[src/rtl/irq_entry_pkg.sv]
package irq_entry_pkg;

  typedef enum logic [3:0] {
    ST_IDLE,
    ST_STK_PC,
    ST_STK_CCR,
    ST_CLR_BANK,
    ST_LD_MASK,
    ST_IACK,
    ST_VEC_ADDR,
    ST_FETCH,
    ST_LD_PC
  } seq_state_e;

  typedef enum logic [1:0] {
    RESP_NONE,
    RESP_DEV,
    RESP_AUTO,
    RESP_SPUR
  } iack_resp_e;

endpackage

[src/rtl/irq_lvl_pick.sv]
module irq_lvl_pick #(
  parameter int LVL_W = 3
) (
  input  logic [(1<<LVL_W)-2:0] req_i,
  input  logic [LVL_W-1:0]      mask_i,
  output logic                  vld_o,
  output logic [LVL_W-1:0]      lvl_o
);
  localparam int NUM_REQ = (1 << LVL_W) - 1;
  localparam logic [LVL_W-1:0] NMI_LVL = LVL_W'(NUM_REQ);

  // Per-level candidate: level if requested, else zero; highest wins.
  logic [LVL_W-1:0] cand [NUM_REQ+1];

  assign cand[0] = '0;

  for (genvar g = 0; g < NUM_REQ; g++) begin : g_lvl
    assign cand[g+1] = req_i[g] ? LVL_W'(g + 1) : cand[g];
  end

  assign lvl_o = cand[NUM_REQ];
  assign vld_o = (lvl_o != '0) && ((lvl_o > mask_i) || (lvl_o == NMI_LVL));

endmodule

[src/rtl/irq_vec_gen.sv]
module irq_vec_gen
  import irq_entry_pkg::*;
#(
  parameter int                LVL_W     = 3,
  parameter int                VEC_W     = 8,
  parameter logic [VEC_W-1:0]  AVEC_BASE = 'h18,
  parameter logic [VEC_W-1:0]  SPUR_VEC  = 'h0F
) (
  input  logic [LVL_W-1:0] lvl_i,
  input  logic [VEC_W-1:0] dev_vec_i,
  input  logic             dtack_i,
  input  logic             avec_i,
  input  logic             berr_i,
  output iack_resp_e       resp_o,
  output logic [VEC_W-1:0] vec_o
);

  // Bus error dominates, then autovector, then device vector.
  always_comb begin
    if (berr_i) begin
      resp_o = RESP_SPUR;
      vec_o  = SPUR_VEC;
    end else if (avec_i) begin
      resp_o = RESP_AUTO;
      vec_o  = AVEC_BASE + VEC_W'(lvl_i);
    end else if (dtack_i) begin
      resp_o = RESP_DEV;
      vec_o  = dev_vec_i;
    end else begin
      resp_o = RESP_NONE;
      vec_o  = '0;
    end
  end

endmodule

[src/rtl/irq_entry_ctl.sv]
module irq_entry_ctl
  import irq_entry_pkg::*;
#(
  parameter int LVL_W  = 3,
  parameter int BANK_W = 4,
  parameter int DATA_W = 16,
  parameter int VEC_W  = 8
) (
  input  logic              clk_i,
  input  logic              rst_ni,
  input  logic              pick_vld_i,
  input  logic [LVL_W-1:0]  pick_lvl_i,
  input  iack_resp_e        resp_i,
  input  logic [VEC_W-1:0]  vec_i,
  input  logic [LVL_W-1:0]  cur_mask_i,
  input  logic [BANK_W-1:0] cur_bank_i,
  input  logic [DATA_W-1:0] cur_pc_i,
  input  logic [DATA_W-1:0] vf_data_i,
  input  logic              vf_ack_i,
  output logic              busy_o,
  output logic              stk_we_o,
  output logic              stk_sel_o,
  output logic [DATA_W-1:0] stk_data_o,
  output logic              bank_clr_o,
  output logic              mask_we_o,
  output logic              iack_o,
  output logic [LVL_W-1:0]  lvl_o,
  output logic              vf_req_o,
  output logic [DATA_W-1:0] vf_addr_o,
  output logic              pc_we_o,
  output logic [DATA_W-1:0] pc_o
);
  localparam int CCR_W = LVL_W + BANK_W;

  seq_state_e        state_q, state_d;
  logic [LVL_W-1:0]  lvl_q;
  logic [VEC_W-1:0]  vec_q;
  logic [DATA_W-1:0] addr_q;
  logic [DATA_W-1:0] hdl_q;
  logic [CCR_W-1:0]  ccr_word;

  always_comb begin
    state_d = state_q;
    unique case (state_q)
      ST_IDLE:     if (pick_vld_i) state_d = ST_STK_PC;
      ST_STK_PC:   state_d = ST_STK_CCR;
      ST_STK_CCR:  state_d = ST_CLR_BANK;
      ST_CLR_BANK: state_d = ST_LD_MASK;
      ST_LD_MASK:  state_d = ST_IACK;
      ST_IACK:     if (resp_i != RESP_NONE) state_d = ST_VEC_ADDR;
      ST_VEC_ADDR: state_d = ST_FETCH;
      ST_FETCH:    if (vf_ack_i) state_d = ST_LD_PC;
      ST_LD_PC:    state_d = ST_IDLE;
      default:     state_d = ST_IDLE;
    endcase
  end

  always_ff @(posedge clk_i or negedge rst_ni) begin
    if (!rst_ni) begin
      state_q <= ST_IDLE;
      lvl_q   <= '0;
      vec_q   <= '0;
      addr_q  <= '0;
      hdl_q   <= '0;
    end else begin
      state_q <= state_d;
      if (state_q == ST_IDLE && pick_vld_i)            lvl_q  <= pick_lvl_i;
      if (state_q == ST_IACK && resp_i != RESP_NONE)   vec_q  <= vec_i;
      if (state_q == ST_VEC_ADDR)                      addr_q <= DATA_W'({vec_q, 1'b0});
      if (state_q == ST_FETCH && vf_ack_i)             hdl_q  <= vf_data_i;
    end
  end

  assign ccr_word   = {cur_bank_i, cur_mask_i};

  assign busy_o     = (state_q != ST_IDLE);
  assign stk_we_o   = (state_q == ST_STK_PC) || (state_q == ST_STK_CCR);
  assign stk_sel_o  = (state_q == ST_STK_CCR);
  assign stk_data_o = (state_q == ST_STK_PC) ? cur_pc_i : DATA_W'(ccr_word);
  assign bank_clr_o = (state_q == ST_CLR_BANK);
  assign mask_we_o  = (state_q == ST_LD_MASK);
  assign iack_o     = (state_q == ST_IACK);
  assign lvl_o      = lvl_q;
  assign vf_req_o   = (state_q == ST_FETCH);
  assign vf_addr_o  = addr_q;
  assign pc_we_o    = (state_q == ST_LD_PC);
  assign pc_o       = hdl_q;

endmodule

[src/rtl/irq_entry_seq.sv]
module irq_entry_seq
  import irq_entry_pkg::*;
#(
  parameter int               LVL_W     = 3,
  parameter int               BANK_W    = 4,
  parameter int               DATA_W    = 16,
  parameter int               VEC_W     = 8,
  parameter logic [VEC_W-1:0] AVEC_BASE = 'h18,
  parameter logic [VEC_W-1:0] SPUR_VEC  = 'h0F
) (
  input  logic                  clk_i,
  input  logic                  rst_ni,
  input  logic [(1<<LVL_W)-2:0] req_i,
  input  logic [LVL_W-1:0]      cur_mask_i,
  input  logic [BANK_W-1:0]     cur_bank_i,
  input  logic [DATA_W-1:0]     cur_pc_i,
  output logic                  busy_o,
  output logic                  stk_we_o,
  output logic                  stk_sel_o,
  output logic [DATA_W-1:0]     stk_data_o,
  output logic                  bank_clr_o,
  output logic                  mask_we_o,
  output logic [LVL_W-1:0]      mask_o,
  output logic                  iack_o,
  output logic [LVL_W-1:0]      iack_lvl_o,
  input  logic [VEC_W-1:0]      iack_vec_i,
  input  logic                  iack_dtack_i,
  input  logic                  iack_avec_i,
  input  logic                  iack_berr_i,
  output logic                  vf_req_o,
  output logic [DATA_W-1:0]     vf_addr_o,
  input  logic [DATA_W-1:0]     vf_data_i,
  input  logic                  vf_ack_i,
  output logic                  pc_we_o,
  output logic [DATA_W-1:0]     pc_o
);

  logic             pick_vld;
  logic [LVL_W-1:0] pick_lvl;
  logic [LVL_W-1:0] svc_lvl;
  iack_resp_e       resp;
  logic [VEC_W-1:0] vec_num;

  irq_lvl_pick #(
    .LVL_W (LVL_W)
  ) i_pick (
    .req_i  (req_i),
    .mask_i (cur_mask_i),
    .vld_o  (pick_vld),
    .lvl_o  (pick_lvl)
  );

  irq_vec_gen #(
    .LVL_W     (LVL_W),
    .VEC_W     (VEC_W),
    .AVEC_BASE (AVEC_BASE),
    .SPUR_VEC  (SPUR_VEC)
  ) i_vec (
    .lvl_i     (svc_lvl),
    .dev_vec_i (iack_vec_i),
    .dtack_i   (iack_dtack_i),
    .avec_i    (iack_avec_i),
    .berr_i    (iack_berr_i),
    .resp_o    (resp),
    .vec_o     (vec_num)
  );

  irq_entry_ctl #(
    .LVL_W  (LVL_W),
    .BANK_W (BANK_W),
    .DATA_W (DATA_W),
    .VEC_W  (VEC_W)
  ) i_ctl (
    .clk_i      (clk_i),
    .rst_ni     (rst_ni),
    .pick_vld_i (pick_vld),
    .pick_lvl_i (pick_lvl),
    .resp_i     (resp),
    .vec_i      (vec_num),
    .cur_mask_i (cur_mask_i),
    .cur_bank_i (cur_bank_i),
    .cur_pc_i   (cur_pc_i),
    .vf_data_i  (vf_data_i),
    .vf_ack_i   (vf_ack_i),
    .busy_o     (busy_o),
    .stk_we_o   (stk_we_o),
    .stk_sel_o  (stk_sel_o),
    .stk_data_o (stk_data_o),
    .bank_clr_o (bank_clr_o),
    .mask_we_o  (mask_we_o),
    .iack_o     (iack_o),
    .lvl_o      (svc_lvl),
    .vf_req_o   (vf_req_o),
    .vf_addr_o  (vf_addr_o),
    .pc_we_o    (pc_we_o),
    .pc_o       (pc_o)
  );

  assign mask_o     = svc_lvl;
  assign iack_lvl_o = svc_lvl;

endmodule

[config.mk]
export PLATFORM = sky130hd
export DESIGN_NAME = irq_entry_seq
export DESIGN_NICKNAME = d
export VERILOG_FILES = /design/src/rtl/irq_entry_pkg.sv /design/src/rtl/irq_lvl_pick.sv /design/src/rtl/irq_vec_gen.sv /design/src/rtl/irq_entry_ctl.sv /design/src/rtl/irq_entry_seq.sv
export SDC_FILE = /design/constraint.sdc
export NUM_CORES = 1
export LEC_CHECK = 0
export BUFFER_PORTS_ARGS = -buffer_cell sky130_fd_sc_hd__buf_4
export CAP_MARGIN = 20
export CORE_MARGIN = 2
export CORE_UTILIZATION = 30
export CTS_CLUSTER_DIAMETER = 60
export DETAILED_ROUTE_END_ITERATION = 10
export PLACE_DENSITY = 0.64
export SYNTH_ARGS = -nofsm -noshare
export SYNTH_HDL_FRONTEND = slang
export SYNTH_HIERARCHICAL = 1
export SYNTH_SLANG_ARGS = --single-unit
export TNS_END_PERCENT = 1
[constraint.sdc]
create_clock -name clk_i -period 4.45 [get_ports clk_i]
set_clock_uncertainty 0.15 [all_clocks]
set_input_delay 0.6675 -clock clk_i [delete_from_list [all_inputs] [get_ports clk_i]]
set_output_delay 0.6675 -clock clk_i [all_outputs]
set_load 0.02 [all_outputs]
# Yosys cells after proc, flatten, opt, wreduce, memory -nomap -nowiden
# Index checks and enable logic that the tools add are counted.
[word_totals] in_bits=60 wordCells=48 out_inout_bits=62 ff_bits=39
[classes] n_lt_le_gt_ge=1 muxes=18 add_sub_neg=1 n_eq_ne=12 n_reduce_logical=11
[ops] cell="case mux 4 bit (8 select lines)" n=1
[ops] cell="2-to-1 mux 8 bit" n=3
[ops] cell="2-to-1 mux 3 bit" n=6
[ops] cell="== test 4 x 3 -> 1 bit, second input constant" n=4
[ops] cell="2-to-1 mux 16 bit" n=1
[ops] cell="2-to-1 mux 4 bit" n=3
[ops] cell="== test 4 x 2 -> 1 bit, second input constant" n=2
[ops] cell="adder 5 x 3 -> 6 bit, first input constant" n=1
[ops] cell="!= test 2 x 1 -> 1 bit, second input constant" n=3
[ops] cell="== test 4 x 1 -> 1 bit, second input constant" n=1
[ops] cell="== test 4 bit, second input constant" n=1
[ops] cell="logical AND 1 bit" n=4
[ops] cell="logical NOT 4 bit" n=1
[ops] cell="2-to-1 mux 2 bit" n=2
[ops] cell="nonzero test 4 bit" n=1
[ops] cell="== test 3 bit, second input constant" n=1
[ops] cell="> comparator 3 bit" n=1
[ops] cell="AND reduction 3 bit" n=1
[ops] cell="nonzero test 3 bit" n=1
[ops] cell="logical OR 1 bit" n=2
[ops] cell="2-to-1 mux 1 bit" n=2
[ops] cell="nonzero test 2 bit" n=1

# Depth between registers and ports, before layout
# Gate-level depths: netlist of run 1.
[logic_depth] depth_word=12 ltp_mapped=11 ltp_nobuf=11

# Modules after synthesis
# Netlist of run 1, hierarchy kept.
[by_module_without_submodules] mod="irq_entry_ctl" cells_per_inst=138 area_per_inst_um2=1854.3 seq_area_each_um2=975.9 instances=1
[by_module_without_submodules] mod="irq_lvl_pick" cells_per_inst=22 area_per_inst_um2=146.4 seq_area_each_um2=0.0 instances=1
[by_module_without_submodules] mod="irq_vec_gen" cells_per_inst=14 area_per_inst_um2=87.6 seq_area_each_um2=0.0 instances=1
[by_module_without_submodules] mod="irq_entry_seq" cells_per_inst=3 area_per_inst_um2=22.5 seq_area_each_um2=0.0 instances=1

# Worst setup path before layout of run 1
# Ideal clock, no wire load.
[synth_timing] kind="in2reg" startpoint="in req_i[1]" endpoint="reg i_ctl.lvl_q[0], in the netlist i_ctl/lvl_o[0]" required_time_ns=4.175 path_stages=10 slack_ns=2.078 arrival_ns=2.097 setup_ns=0.125 n_path_buf=0 cell_sequence="nand2b_1 -> a21oi_1 -> nor2_1 -> o21ba_2 -> ha_1 -> nand3_1 -> o41ai_2 -> o21bai_1 -> nand2_1 -> mux2_2"
[synth_between] elab_chain_len=10 word_cells_on_any_way=12 cone_classes="order compare (1); eq/ne (1); mux (6); reduce/logical (4)"
[synth_rtl] item="start, declared" line="irq_entry_seq.sv:13" text="input logic [(1<<LVL_W)-2:0] req_i,"
[synth_rtl] item="2-to-1 mux 3 bit * (6 in series)" line="irq_lvl_pick.sv:18" text="assign cand[g+1] = req_i[g] ? LVL_W'(g + 1) : cand[g];"
[synth_rtl] item="> comparator 3 bit or == test 3 bit (tied branches)" line="irq_lvl_pick.sv:22" text="assign vld_o = (lvl_o != '0) && ((lvl_o > mask_i) || (lvl_o == NMI_LVL));"
[synth_rtl] item="logical OR 1 bit" line="irq_lvl_pick.sv:22"
[synth_rtl] item="logical AND 1 bit *" line="irq_lvl_pick.sv:22"
[synth_rtl] item="net pick_vld" line="irq_entry_seq.sv:38" text="logic pick_vld;"
[synth_rtl] item="logical AND 1 bit *" line="irq_entry_ctl.sv:67" text="if (state_q == ST_IDLE && pick_vld_i) lvl_q <= pick_lvl_i;"
[synth_rtl] item="end signal, assigned" line="irq_entry_ctl.sv:67"
[synth_rtl] item="end, declared" line="irq_entry_ctl.sv:36" text="logic [LVL_W-1:0] lvl_q;"
# Mark *: on every way through the listed nets, which the timed path passes. The rest lies on a longest branch.
# A chain may end at the register's enable or synchronous reset.

# Worst setup path in the final report of run 1
[layout_timing] startpoint="reg i_ctl.state_q[1]" endpoint="out stk_data_o[4]"
[layout_between] elab_chain_len=2
[layout_rtl] item="start, declared" line="irq_entry_ctl.sv:35" text="seq_state_e state_q, state_d;"
[layout_rtl] item="start signal, assigned" line="irq_entry_ctl.sv:66" text="state_q <= state_d;"
[layout_rtl] item="== test 4 x 1 -> 1 bit" line="irq_entry_ctl.sv:79" text="assign stk_data_o = (state_q == ST_STK_PC) ? cur_pc_i : DATA_W'(ccr_word);"
[layout_rtl] item="2-to-1 mux 16 bit" line="irq_entry_ctl.sv:79"
[layout_rtl] item="end, declared" line="irq_entry_seq.sv:20" text="output logic [DATA_W-1:0] stk_data_o,"
# No other way between the ends.

==> results.json, run 1 <==
{
  "routed_wl_mm": 4.924,
  "crit_required_ns": 3.63,
  "timing.fmax_ghz": 0.3522,
  "dp_cells": 375,
  "tritoncts.num_buffers": 5,
  "port_buf_inserts": 113,
  "final-max-slew-violation-count": 0,
  "global_route.usage.met1": 0.1739,
  "drc": 0,
  "report.final.setup_viol": 0,
  "proportion_of_synthesized_flip_flops_having_asynchronous_set_or_reset": 1.000,
  "grt_busiest_layer": "met2",
  "worst_path_largest_cell_delay_ns": 0.49,
  "synth_cell_types": 35,
  "insertion_delay_ns": 0.28,
  "post-cts-setup-buffer-count": 0,
  "pwr_density_cell_nw_per_um2": 641.1,
  "design.core.area_um2": 6794,
  "final_setup_margin_ns": 1.610,
  "yosys-mux-area-fraction": 0.2241,
  "start_kind": "register",
  "combinational_family_with_the_most_area_after_synthesis": "multiplexers",
  "crit_path_top_delay_cell": "dfrtp_1",
  "hold_violations": 0,
  "diodes": 0,
  "grt_max_degree": 40,
  "ctsHtreeMaxLevel": 2,
  "postLayoutCoreUtil": 0.4543,
  "rsz0062_at_grt": "no",
  "antenna_left": 0,
  "dr_total_vias": 1668,
  "slew_headroom": 0.6157,
  "die_y_um": 87.88,
  "peakVddDrop_v": 0.0002630,
  "ys_warn_count": 6,
  "period_minus_slack_ns": 2.840,
  "drt_iter0_drc": 71,
  "commonest_non_fill_non_tap_cell_in_the_layout": "buf_4",
  "grt_pass1_wl_mm": 8.031,
  "detailed_place_hpwl_mm": 3.815,
  "cts_hold_repair.buffers": 0,
  "tightest_slew_ns": 0.5746,
  "post_drt_wl_per_cell_um": 12.86,
  "layout.cells.most_common_list": "buf_4 (113), mux2_2 (42), dfrtp_1 (39)",
  "cts-root-to-sink-buffers": 2,
  "finalCritPeriodShare": 0.6381,
  "fp.dieArea_um2": 7723,
  "synth_compound_gate_area_share": 0.07113,
  "crit_fanout": 16,
  "cts.clk_slew.worst_paths_ns": 0.07,
  "synthesis.area_um2": 2111,
  "synthesis.area_per_instance_um2": 11.93,
  "synthAdderAreaFrac": 0.01778,
  "area_of_combinational_cells_with_multiple_inputs_um2": 994.7,
  "drive_above_1_share": 0.6028,
  "top_level_ports": 122,
  "grt_pass1_vias": 1592,
  "crit_family": "simple AND/OR/NAND/NOR gates",
  "outcome": "completed",
  "row_count": 30,
  "worst-endpoint-arrival_ns": 2.02,
  "ys.flop_type": "dfrtp_1",
  "rrSetupSlack_ns": 2.58,
  "post-place-ws_ns": 1.844,
  "total_leakage_power_uw": 0.001496,
  "viasPerCell": 4.355,
  "tritoncts_num_sinks": 39,
  "floorplan.die.width_um": 87.88,
  "timing.max_cap.violations": 0,
  "worst-setup-path-type": "register to primary output",
  "cts.repair.resized": 0,
  "gr-total-overflow": 0,
  "synth-xor-area-share": 0,
  "tritoncts": "done",
  "grt.total_usage": 0.1350,
  "synth_edf_count": 0,
  "detail_route.first_pass.iterations": 4,
  "worst_setup_path_end_kind": "primary output",
  "post_synth_and_or_nand_nor_area_fraction": 0.1440,
  "antenna_violations_before_repair": 0,
  "postSynthRegisterBits": 39,
  "root_buffer": "clkbuf_8",
  "area_growth_pct": 46.24,
  "place_congestion": 0.7503,
  "report.power.total_uw": 1979,
  "layout.area.seq_um2": 975.9,
  "initial_utilization": 0.3107,
  "fill_cell_total_of_the_finished_layout": 656,
  "path_cells": "nand2b_4, nor3_4, mux2_2, buf_4",
  "use_met3": 0.04147,
  "worstPathBufferInverterCount": 1,
  "tns_ns": 0,
  "nets": 349,
  "stdcell_count": 383,
  "netlist_instances": 177,
  "met2_usage": 0.2183,
  "min_path_type": "input pin to async pin",
  "ys_seq_area_frac": 0.4624
}
-- final timing paths --
path                             startpoint            endpoint  cells after the start
max                        i_ctl/state_q[1]       stk_data_o[4]                      4
min in group clk_i           i_ctl/vec_q[0]  i_ctl/vf_addr_o[1]                      1
max reg2reg                i_ctl/state_q[2]      i_ctl/vec_q[1]                      3
min reg2reg                  i_ctl/vec_q[0]  i_ctl/vf_addr_o[1]                      1
min                                  rst_ni      i_ctl/lvl_o[0]                      1
max in group asynchronous            rst_ni    i_ctl/state_q[3]                      1
-- cells by family (layout without fill, tap and decap cells) --
logic type,Yosys count,count (layout)
and+or+nand+nor,46,46
muxes,42,42
adders and majority gates,3,3
buffers and inverters,26,129
DFF,39,39
other,1,8
AOI/OAI and AO/OA,20,20
-- metal layers --
metal	share of wire	vias to the layer above	wire length [um]
met2	0.51	50	2517
met4	0.0097	0	48
li1	-	817	-
met3	0.065	7	319
met5	0	-	0
met1	0.41	794	2039
-- metrics by stage --
step	hold WS, ns	area [um2]
2_1_floorplan	0.2219	2137
3_3_place_gp	0.3331	2969
3_5_place_dp	0.3352	2969
4_1_cts	0.2025	3087
5_1_grt	0.2164	3087
6_report	0.1864	3087
-- synthesized netlist by cell type (all sizes together), types with 2 or more instances --
cell | n | share of area
a21oi | 6 | 0.014
a221o | 3 | 0.014
and2 | 9 | 0.027
and3 | 3 | 0.0089
buf | 17 | 0.063
dfrtp | 39 | 0.46
ha | 3 | 0.018
inv | 8 | 0.014
mux2 | 42 | 0.22
nand2 | 7 | 0.012
nand2b | 4 | 0.019
nand3 | 2 | 0.0047
nor2 | 10 | 0.029
nor3 | 6 | 0.025
o21ai | 2 | 0.0047
o21bai | 3 | 0.011
-- layout make-up --
type,instances,area share
inverters,8,0.009728
repair buffers,113,0.2748
flip-flops and latches,39,0.3162
clock buffers,6,0.02675
multi-input cells,119,0.3223
well taps,96,0.03891
clock inverters,2,0.01135
-- power by group --
part	total, uW	internal, uW	switching (uW)
sequential	658	525	133
combinational	1020	507	512
clock	301	181	120
total	1980	1210	766
-- state kept, by name, indices dropped and copies added, names as in the netlist --
register	flops
i_ctl/pc_o	16
i_ctl/lvl_o	3
i_ctl/state_q	4
i_ctl/vec_q	8
i_ctl/vf_addr_o	8
No activity file was read; power rests on OpenSTA's default activity.
==> inputs of run 2 (changes only) <==
--- a/config.mk
+++ b/config.mk
@@ -5,13 +5,14 @@
 export SDC_FILE = /design/constraint.sdc
 export NUM_CORES = 1
 export LEC_CHECK = 0
+export ABC_AREA = 1
 export BUFFER_PORTS_ARGS = -buffer_cell sky130_fd_sc_hd__buf_4
 export CAP_MARGIN = 20
 export CORE_MARGIN = 2
 export CORE_UTILIZATION = 30
 export CTS_CLUSTER_DIAMETER = 60
 export DETAILED_ROUTE_END_ITERATION = 10
-export PLACE_DENSITY = 0.64
+export PLACE_DENSITY = 0.63
 export SYNTH_ARGS = -nofsm -noshare
 export SYNTH_HDL_FRONTEND = slang
 export SYNTH_HIERARCHICAL = 1
==> constraint.sdc (replaced) <==
create_clock -name clk_i -period 2.77 [get_ports clk_i]
set_clock_uncertainty 0.15 [all_clocks]
set_input_delay 0.4155 -clock clk_i [delete_from_list [all_inputs] [get_ports clk_i]]
set_output_delay 0.4155 -clock clk_i [all_outputs]
set_load 0.02 [all_outputs]
==> results.json, run 2 <==
{
  "synth_cell_types": 28,
  "rsz0062_at_grt": "no",
  "place_congestion": 0.8680,
  "postSynthRegisterBits": 39,
  "commonest_non_fill_non_tap_cell_in_the_layout": "nand2_1",
  "post-place-ws_ns": 0.5223,
  "port_buf_inserts": 113,
  "netlist_top_cells_area": "dfrtp_1 (43%), nand2_1 (21%), nand3_1 (8.2%)",
  "nets": 485,
  "largest_register_ff_count": 16,
  "grt.total_usage": 0.1373,
  "die_y_um": 90.72,
  "tns_ns": 0,
  "outcome": "completed",
  "tritoncts_num_sinks": 39,
  "worst_path_largest_cell_delay_ns": 0.50,
  "finalCritPeriodShare": 0.8147,
  "period_minus_slack_ns": 2.257,
  "min_path_type": "input pin to register",
  "routed_wl_mm": 5.674,
  "row_count": 31,
  "timing.fmax_ghz": 0.4431,
  "ctsHtreeMaxLevel": 2,
  "final-max-slew-violation-count": 0,
  "netlist_instances": 307,
  "diodes": 0,
  "synthesis.area_um2": 2256,
  "synth.top_cells.by_count": "nand2_1 (125), dfrtp_1 (39), nand3_1 (37)",
  "synth_compound_gate_area_share": 0.01719,
  "report.final.setup_viol": 0,
  "area_growth_pct": 44.15,
  "post_synth_and_or_nand_nor_area_fraction": 0.4138,
  "synth_edf_count": 0,
  "path_cells": "inv_2, nor2_4, nand2_2, nand2_1, nand2_1, buf_4",
  "antenna_violations_before_repair": 0,
  "grt_pass1_wl_mm": 9.370,
  "grt_pass1_vias": 2073,
  "synth.most_common_cell": "nand2_1",
  "synth-xor-area-share": 0,
  "final_setup_margin_ns": 0.5133,
  "pwr_density_cell_nw_per_um2": 975.5,
  "synthesis.area_per_instance_um2": 7.348,
  "initial_utilization": 0.3110,
  "top_level_ports": 122,
  "detail_route.first_pass.iterations": 4,
  "crit_fanout": 17,
  "grt_max_degree": 40,
  "synthDominantAreaCellType": "dfrtp_1",
  "floorplan.die.width_um": 90.72,
  "fp.dieArea_um2": 8229,
  "cts.clk_slew.worst_paths_ns": 0.07,
  "dr_total_vias": 2221,
  "worst-endpoint-arrival_ns": 1.69,
  "timing.max_cap.violations": 0,
  "yosys-mux-area-fraction": 0,
  "drive_above_1_share": 0.3649,
  "ys_warn_count": 6,
  "gr-total-overflow": 0,
  "detailed_place_hpwl_mm": 4.469,
  "root_buffer": "clkbuf_8",
  "tritoncts": "done",
  "synthDominantCellAreaShare": 0.4326,
  "ys.flop_type": "dfrtp_1",
  "crit_path_top_delay_cell": "dfrtp_1",
  "proportion_of_synthesized_flip_flops_having_asynchronous_set_or_reset": 1.000,
  "antenna_left": 0,
  "hold_violations": 0,
  "cts.repair.resized": 0,
  "worst-setup-path-type": "register to primary output",
  "drt_iter0_drc": 51,
  "worst_setup_path_end_kind": "primary output",
  "post_drt_wl_per_cell_um": 10.89,
  "layout.cells.most_common_list": "nand2_1 (125), buf_4 (117), dfrtp_1 (39)",
  "viasPerCell": 4.263,
  "crit_required_ns": 2.20,
  "peakVddDrop_v": 0.0003286,
  "total_leakage_power_uw": 0.001910,
  "synthAdderAreaFrac": 0.01664,
  "start_kind": "register",
  "design.core.area_um2": 7253,
  "insertion_delay_ns": 0.28,
  "cts-root-to-sink-buffers": 2,
  "combinational_family_with_the_most_area_after_synthesis": "simple AND/OR/NAND/NOR gates",
  "cpMostUsedCell": "nand2_1",
  "drc": 0,
  "tritoncts.num_buffers": 5,
  "ys_seq_area_frac": 0.4326
}
-- run 2: cell type report --
cell class | instances | area (um2)
clock buffers | 6 | 82.58
clock inverters | 1 | 5.005
fillers | 756 | 4001
inverters | 34 | 136.4
multi-input cells | 224 | 1040
flip-flops and latches | 39 | 975.9
well taps | 99 | 123.9
repair buffers | 118 | 888.4
-- run 2: worst paths after layout --
check / from / end / slack [ns] / cells past startpoint
max reg2reg: i_ctl/state_q[1] / i_ctl/lvl_o[1] / 1.21 / 6
min: vf_data_i[9] / i_ctl/pc_o[9] / 0.17 / 3
min in group asynchronous: rst_ni / i_ctl/pc_o[3] / 0.49 / 2
max in group asynchronous: rst_ni / i_ctl/vec_q[4] / 1.64 / 2
min reg2reg: i_ctl/vec_q[1] / i_ctl/vec_q[1] / 0.32 / 2
max: i_ctl/state_q[0] / stk_data_o[5] / 0.51 / 6
-- run 2: repair_timing --
| item | in CTS | in global routing |
|---|---|---|
| hold buffers | 1 | 0 |
| buffers inserted | 0 | 0 |
| endpoints found under the hold margin | 39 | 0 |
-- run 2: logic make-up (layout without fill, tap and decap cells) --
kind of cell,after synthesis,in the layout
fa+ha+maj,3,3
other cells,1,8
flops,39,39
buf+inv,51,159
simple gates,206,206
compound gates,7,7
-- run 2: worst max-delay path, delay by kind of cell (launching register included) --
kind	cells	cell delay, ns
flops	1	0.50
buf+inv	2	0.26
simple gates	4	0.64
-- run 2: power breakdown --
group          total, uW  switching (uW)  internal (uW)
clock network        382             187            195
logic               1780            1070            708
registers           1010             182            831
-- run 2: per-stage QoR --
stage	hold WS [ns]	cells	utilization	cell area [um2]	power (uW)
floorplan	-0.03009	314	-	2282	2099
global placement	0.2668	513	0.4349	3154	2794
detailed placement	0.2691	513	0.4349	3154	2821
CTS	0.1602	521	0.4483	3252	3219
global route	0.1655	521	0.4483	3252	3426
finish	0.1708	521	0.4483	3252	3172
-- run 2: routing by layer --
metal	track usage	routed length [um]	vias up
met5	0	0	-
met4	0.04744	81	0
met3	0.02755	318	6
met2	0.2432	2906	72
met1	0.1648	2367	986
li1	-	-	1157
